`config.mk`:
```
export PLATFORM = sky130hd
export DESIGN_NAME = spi_blk_packetizer
export DESIGN_NICKNAME = d
export VERILOG_FILES = /design/src/rtl/spi_pkz_pkg.sv /design/src/rtl/pkz_len_tracker.sv /design/src/rtl/pkz_out_stage.sv /design/src/rtl/spi_blk_packetizer.sv
export SDC_FILE = /design/constraint.sdc
export NUM_CORES = 1
export LEC_CHECK = 0
export BUFFER_PORTS_ARGS = -buffer_cell sky130_fd_sc_hd__clkbuf_2
export CAP_MARGIN = 5
export CORE_ASPECT_RATIO = 0.8
export CORE_MARGIN = 2
export CORE_UTILIZATION = 50
export CTS_CLUSTER_DIAMETER = 80
export CTS_CLUSTER_SIZE = 40
export DETAILED_ROUTE_END_ITERATION = 8
export GPL_TIMING_DRIVEN = 0
export HOLD_SLACK_MARGIN = 0.05
export PLACE_DENSITY = 0.77
export SYNTH_ARGS = -nofsm -noshare
export SYNTH_HDL_FRONTEND = slang
export SYNTH_SLANG_ARGS = --single-unit
```
`constraint.sdc`:
```
create_clock -name clk -period 6.3 [get_ports clk]
set_input_delay 0.315 -clock clk [delete_from_list [all_inputs] [get_ports clk]]
set_output_delay 0.315 -clock clk [all_outputs]
set_load 0.005 [all_outputs]
```
`src/rtl/spi_pkz_pkg.sv`:
```
package spi_pkz_pkg;

  typedef enum logic [2:0] {
    ST_IDLE,
    ST_HDR,
    ST_DATA,
    ST_TRL0,
    ST_TRL1,
    ST_DRAIN
  } pkz_state_t;

  localparam logic [7:0] HDR_TAG  = 8'hF0;
  localparam logic [7:0] TRL_BYTE = 8'h00;

  localparam logic [1:0] ORD_FIRST  = 2'd1;
  localparam logic [1:0] ORD_MIDDLE = 2'd2;
  localparam logic [1:0] ORD_FINAL  = 2'd3;

endpackage

```
`src/rtl/pkz_len_tracker.sv`:
```
module pkz_len_tracker #(
  parameter int LEN_W   = 24,
  parameter int MAX_PKT = 8192,
  parameter int PKT_W   = $clog2(MAX_PKT + 1)
) (
  input  logic             clk,
  input  logic             rst,
  input  logic             load,
  input  logic [LEN_W-1:0] load_len,
  input  logic             hdr_fire,
  input  logic             byte_fire,
  output logic [1:0]       order_code,
  output logic             pkt_last,
  output logic             xfer_last
);
  import spi_pkz_pkg::*;

  localparam logic [LEN_W-1:0] MAX_L = LEN_W'(MAX_PKT);

  logic [LEN_W-1:0] rem_q;
  logic [PKT_W-1:0] pkt_left_q;
  logic             first_q;
  logic [PKT_W-1:0] pkt_size;

  // Size of the packet that the next marker opens
  assign pkt_size = (rem_q > MAX_L) ? PKT_W'(MAX_PKT) : rem_q[PKT_W-1:0];

  always_comb begin
    if (rem_q <= MAX_L)  order_code = ORD_FINAL;
    else if (first_q)    order_code = ORD_FIRST;
    else                 order_code = ORD_MIDDLE;
  end

  assign pkt_last  = (pkt_left_q == PKT_W'(1));
  assign xfer_last = (rem_q == '0);

  always_ff @(posedge clk) begin
    if (rst) begin
      rem_q      <= '0;
      pkt_left_q <= '0;
      first_q    <= 1'b0;
    end else if (load) begin
      rem_q      <= load_len;
      pkt_left_q <= '0;
      first_q    <= 1'b1;
    end else if (hdr_fire) begin
      pkt_left_q <= pkt_size;
      rem_q      <= rem_q - LEN_W'(pkt_size);
      first_q    <= 1'b0;
    end else if (byte_fire) begin
      pkt_left_q <= pkt_left_q - PKT_W'(1);
    end
  end

  // a payload byte is only taken while the open packet still has room
  assert_pkt_nonzero_R1: assert property (@(posedge clk) disable iff (rst)
    byte_fire |-> (pkt_left_q != '0));

  // every opened packet holds between 1 and MAX_PKT bytes
  assert_pkt_bound_R1: assert property (@(posedge clk) disable iff (rst)
    hdr_fire |=> ((pkt_left_q != '0) && (pkt_left_q <= PKT_W'(MAX_PKT))));

endmodule

```
`src/rtl/pkz_out_stage.sv`:
```
module pkz_out_stage #(
  parameter int DW = 8
) (
  input  logic          clk,
  input  logic          rst,
  input  logic          load,
  input  logic [DW-1:0] load_data,
  output logic          can_load,
  output logic          out_valid,
  output logic [DW-1:0] out_data,
  input  logic          out_ready
);

  assign can_load = !out_valid || out_ready;

  always_ff @(posedge clk) begin
    if (rst) begin
      out_valid <= 1'b0;
      out_data  <= '0;
    end else if (load) begin
      out_valid <= 1'b1;
      out_data  <= load_data;
    end else if (out_ready) begin
      out_valid <= 1'b0;
    end
  end

  // a stalled byte stays put until it is taken
  assert_hold_stall_R8: assert property (@(posedge clk) disable iff (rst)
    (out_valid && !out_ready) |=> (out_valid && $stable(out_data)));

  // nothing is loaded on top of a byte that is not leaving
  assert_no_overwrite_R8: assert property (@(posedge clk) disable iff (rst)
    load |-> can_load);

endmodule

```
`src/rtl/spi_blk_packetizer.sv`:
```
module spi_blk_packetizer #(
  parameter int LEN_W   = 24,
  parameter int MAX_PKT = 8192,
  parameter int MIN_LEN = 5
) (
  input  logic             clk,
  input  logic             rst,
  input  logic             start,
  input  logic [LEN_W-1:0] start_len,
  input  logic             start_crc,
  output logic             reject,
  input  logic             in_valid,
  input  logic [7:0]       in_data,
  output logic             in_ready,
  output logic             out_valid,
  output logic [7:0]       out_data,
  input  logic             out_ready,
  output logic             busy,
  output logic             done
);
  import spi_pkz_pkg::*;

  localparam int PKT_W = $clog2(MAX_PKT + 1);
  localparam logic [LEN_W-1:0] MIN_L = LEN_W'(MIN_LEN);

  pkz_state_t state_q, state_d;
  logic       crc_q;
  logic       done_q;
  logic       reject_q;

  logic       start_ok, start_bad;
  logic       can_load, load;
  logic [7:0] load_data;
  logic       hdr_fire, byte_fire, trl_fire;
  logic [1:0] order_code;
  logic       pkt_last, xfer_last;

  assign start_ok  = start && (state_q == ST_IDLE) && (start_len >= MIN_L);
  assign start_bad = start && (state_q == ST_IDLE) && (start_len <  MIN_L);

  assign hdr_fire  = (state_q == ST_HDR) && can_load;
  assign in_ready  = (state_q == ST_DATA) && can_load;
  assign byte_fire = in_valid && in_ready;
  assign trl_fire  = ((state_q == ST_TRL0) || (state_q == ST_TRL1)) && can_load;
  assign load      = hdr_fire || byte_fire || trl_fire;

  always_comb begin
    if (hdr_fire)       load_data = HDR_TAG | {6'b0, order_code};
    else if (byte_fire) load_data = in_data;
    else                load_data = TRL_BYTE;
  end

  always_comb begin
    state_d = state_q;
    case (state_q)
      ST_IDLE:  if (start_ok) state_d = ST_HDR;
      ST_HDR:   if (can_load) state_d = ST_DATA;
      ST_DATA:  if (byte_fire && pkt_last) begin
                  if (crc_q)          state_d = ST_TRL0;
                  else if (xfer_last) state_d = ST_DRAIN;
                  else                state_d = ST_HDR;
                end
      ST_TRL0:  if (can_load) state_d = ST_TRL1;
      ST_TRL1:  if (can_load) state_d = xfer_last ? ST_DRAIN : ST_HDR;
      ST_DRAIN: if (out_valid && out_ready) state_d = ST_IDLE;
      default:  state_d = ST_IDLE;
    endcase
  end

  always_ff @(posedge clk) begin
    if (rst) begin
      state_q  <= ST_IDLE;
      crc_q    <= 1'b0;
      done_q   <= 1'b0;
      reject_q <= 1'b0;
    end else begin
      state_q  <= state_d;
      done_q   <= (state_q == ST_DRAIN) && out_valid && out_ready;
      reject_q <= start_bad;
      if (start_ok) crc_q <= start_crc;
    end
  end

  assign busy   = (state_q != ST_IDLE);
  assign done   = done_q;
  assign reject = reject_q;

  pkz_len_tracker #(
    .LEN_W  (LEN_W),
    .MAX_PKT(MAX_PKT),
    .PKT_W  (PKT_W)
  ) i_len (
    .clk       (clk),
    .rst       (rst),
    .load      (start_ok),
    .load_len  (start_len),
    .hdr_fire  (hdr_fire),
    .byte_fire (byte_fire),
    .order_code(order_code),
    .pkt_last  (pkt_last),
    .xfer_last (xfer_last)
  );

  pkz_out_stage #(
    .DW(8)
  ) i_out (
    .clk      (clk),
    .rst      (rst),
    .load     (load),
    .load_data(load_data),
    .can_load (can_load),
    .out_valid(out_valid),
    .out_data (out_data),
    .out_ready(out_ready)
  );

  // completion follows a byte actually taken by the shifter
  assert_done_after_byte_R7: assert property (@(posedge clk) disable iff (rst)
    done_q |-> $past(out_valid && out_ready));

  // completion lasts a single cycle
  assert_done_single_R7: assert property (@(posedge clk) disable iff (rst)
    done_q |=> !done_q);

  // no payload is pulled outside a transfer
  assert_idle_no_input_R6: assert property (@(posedge clk) disable iff (rst)
    !busy |-> !in_ready);

  // a refused start leaves the output silent
  assert_reject_silent_R6: assert property (@(posedge clk) disable iff (rst)
    reject_q |-> (!out_valid && !busy));

  // the final byte is still held when draining begins
  assert_drain_holds_R11: assert property (@(posedge clk) disable iff (rst)
    (state_q == ST_DRAIN) |-> out_valid);

endmodule

```
==> results.md <==
- Status: finished, final reports clean
- Final Max Slew Viols: 0
- Distinct cells, synth: 67
- Worst Hold Launch: out_ready
- Final core occ: 59.8%
- Setup Crit Path Kind: reg2reg
- 1st-iter DRT viols: 361
- Worst Hold Class: in2reg
- Number of flops mapped to enable cells by yosys: 0
- Num CTS Buffers: 5
- Post-DP HPWL: 7210 µm
- Initial antenna violation count: 0
- Total GRT Usage: 29.5%
- Initial Utilization: 52.0%
- Reg clk slew, reported paths: 0.09 ns
- Post-DP Area: 0.00344 mm²
- Worst Hold Depth: 3
- # IOs: 51
- Capture point of the worst reg-to-reg path: i_len.rem_q[16]
- Syn nets: 425
- Ys async rst share: 0%
- Port Buffers: 50
- Vias in the first global route: 3102
- Placer Congestion: 0.973
- Post-cts repair resize count: 0
- Power Density: 507 mW/mm²
- Minimum clock period: 3.26 ns
- Leakage power: 1.34 nW
- WHS Endpoint: done
- Die height: 74.3 µm
- N_diodes: 0
- Synthesized cell area: 0.00309 mm²
- Endpoints failing setup: 0
- Htree depth: 2
- Critical path origin: i_len.rem_q[4]
- Final period utilization: 51.7%
- CP max FO: 7
- Rel. slew slack: 50.0%
- Drt via density: 6.65
- Die area: 0.00683 mm²
- Number of cells on the worst reg-to-reg path: 8
- Clock buffer depth: 2
- R2r startpoint: i_len.rem_q[4]
- Fmax: 307 MHz
- Post-synthesis sequential area ratio: 35.0%
- Num rows: 25
- DR pass1 iterations: 5
- Synthesis Warnings: 0
- Hold_buf cts: 0
- Worst-Margin Slew: 0.743 ns
- FILL cells: 566
- Worst-Skew Late Latency: 0.31 ns
- Largest net degree at the start of global routing: 16
- Metal-1 WL: 4310 µm
- Storage cell area: 0.00108 mm²
- TritonCTS clock tree: built
- Area Overhead vs Synth: 15.0%
- Wirelength per Cell: 18.7 µm
- DR vias: 3473
- Most used flip-flop cell after synthesis: dfxtp_1
- Syn Area/Cell: 8.05 µm²
- Root buffer cell: clkbuf_8
- Grt ovf: 0
- First-pass GRT wire length: 15700 µm
- Fin area: 0.00355 mm²
- RSZ-0062 raised after global routing: false
- Nets@finish: 482
- Met3 WL: 1250 µm
- Worst Skew: 0.00476 ns
- Crit. End Element: flop
- Max capacitance violation total: 0
- Core Region: 0.00594 mm²
- Post-CTS Setup Bufs: 0
- Commonest non-fill, non-tap cell in the layout: dfxtp_1
- ANT nets after route: 0
- Met2 wire len: 4080 µm
- Max Used Layer: met4
- Peak VDD IR: 0.000227 V
- Area occupied by multi-input gates: 0.00189 mm²
- Clk sinks: 54
- FF-to-FF setup slack: 3.04 ns
- Most frequent cells in the layout: 54 x dfxtp_1, 50 x clkbuf_2, 32 x nand2_1
- Total Wirelength: 9760 µm
- Yosys reg bits: 54
- Setup crit start kind: flop
- Worst Path Arrival: 3.44 ns
- Setup tns final: 0 ns
- Final hold vios: 0
- Die W: 91.9 µm
- Crit path required time: 6.48 ns
- Cells after Synth: 384
- Drt drc: 0
- Layout cells sized above 1: 16.8%
-- area by class of cell --
type / count / area share [%]
sequential: 54 / 30.4
inverter: 7 / 0.739
tap: 81 / 2.85
timing repair buffer: 50 / 7.04
clock buffer: 6 / 2.32
clock inverter: 1 / 0.845
multi-input combinational: 301 / 53.2
buffer: 22 / 2.57
-- metrics by stage --
step	hold slack [ns]	instances	power (mW)	worst slack, ns
4_1_cts	0.216	522	1.77	3.17
6_report	0.228	522	1.80	3.04
3_5_place_dp	0.469	515	1.52	3.20
2_1_floorplan	0.441	384	1.24	3.87
3_3_place_gp	0.464	515	1.50	3.25
5_1_grt	0.226	522	1.91	2.83
-- how the worst max path moves through the flow --
stage          slack (ns)         endpoint
2_1_floorplan        3.87  i_len.rem_q[16]
3_3_place_gp         3.25  i_len.rem_q[16]
3_5_place_dp         3.20  i_len.rem_q[16]
4_1_cts              3.17  i_len.rem_q[16]
5_1_grt              2.83  i_len.rem_q[16]
6_report             3.04  i_len.rem_q[16]
-- registers in the layout (all words and copies together), names as in the netlist --
name and flops:
i_len.first_q 1, i_len.rem_q 24, i_out.out_data 8, reject 1, i_len.pkt_left_q 14, state_q 3
i_out.out_valid 1, crc_q 1, done 1
-- cell usage after synthesis (9+ instances only) --
master	number	area share, %
dfxtp_1	54	35
nand2_1	32	3.9
nor2_1	31	3.8
a21oi_1	29	4.7
nand3_1	21	3.4
nor3_1	17	2.8
clkbuf_1	13	1.6
nor4_1	11	2.2
nand4_1	10	2.0
o211ai_1	10	2.4
a31oi_1	9	1.8
or4_1	9	2.2
-- where the power goes --
part | total [mW] | internal (mW) | switching (mW) | leakage [nW]
registers | 0.562 | 0.442 | 0.120 | 0.442
clock network | 0.242 | 0.127 | 0.114 | 0.0573
logic | 0.997 | 0.373 | 0.624 | 0.841
total | 1.80 | 0.942 | 0.858 | 1.34
-- cell families after synthesis --
| family | count (synthesis) | share of synthesized area [%] |
|---|---|---|
| AO/OA/AOI/OAI | 107 | 24.4 |
| other | 1 | 0.121 |
| XOR/XNOR | 7 | 1.98 |
| buffers and inverters | 29 | 3.81 |
| multiplexers | 9 | 2.96 |
| AND/OR/NAND/NOR | 174 | 30.5 |
| flip-flops | 54 | 35.0 |
| adder cells (fa/ha/maj) | 3 | 1.21 |
-- routing by layer --
layer | vias up | track usage [%]
met5 | - | 0
met4 | 0 | 5.80
met3 | 21 | 7.19
met2 | 231 | 47.4
met1 | 1631 | 41.2
li1 | 1590 | -
-- worst max-delay path, cell delays in order, from the launching register on --
cell	delay [ns]
dfxtp_1	0.39
nor4_1	0.69
a41oi_1	0.29
o21ai_0	0.30
ha_1	0.35
inv_1	0.18
o311ai_1	0.64
o32a_1	0.23
a21oi_1	0.05
Note: power is estimated with default switching activity, not from simulation.
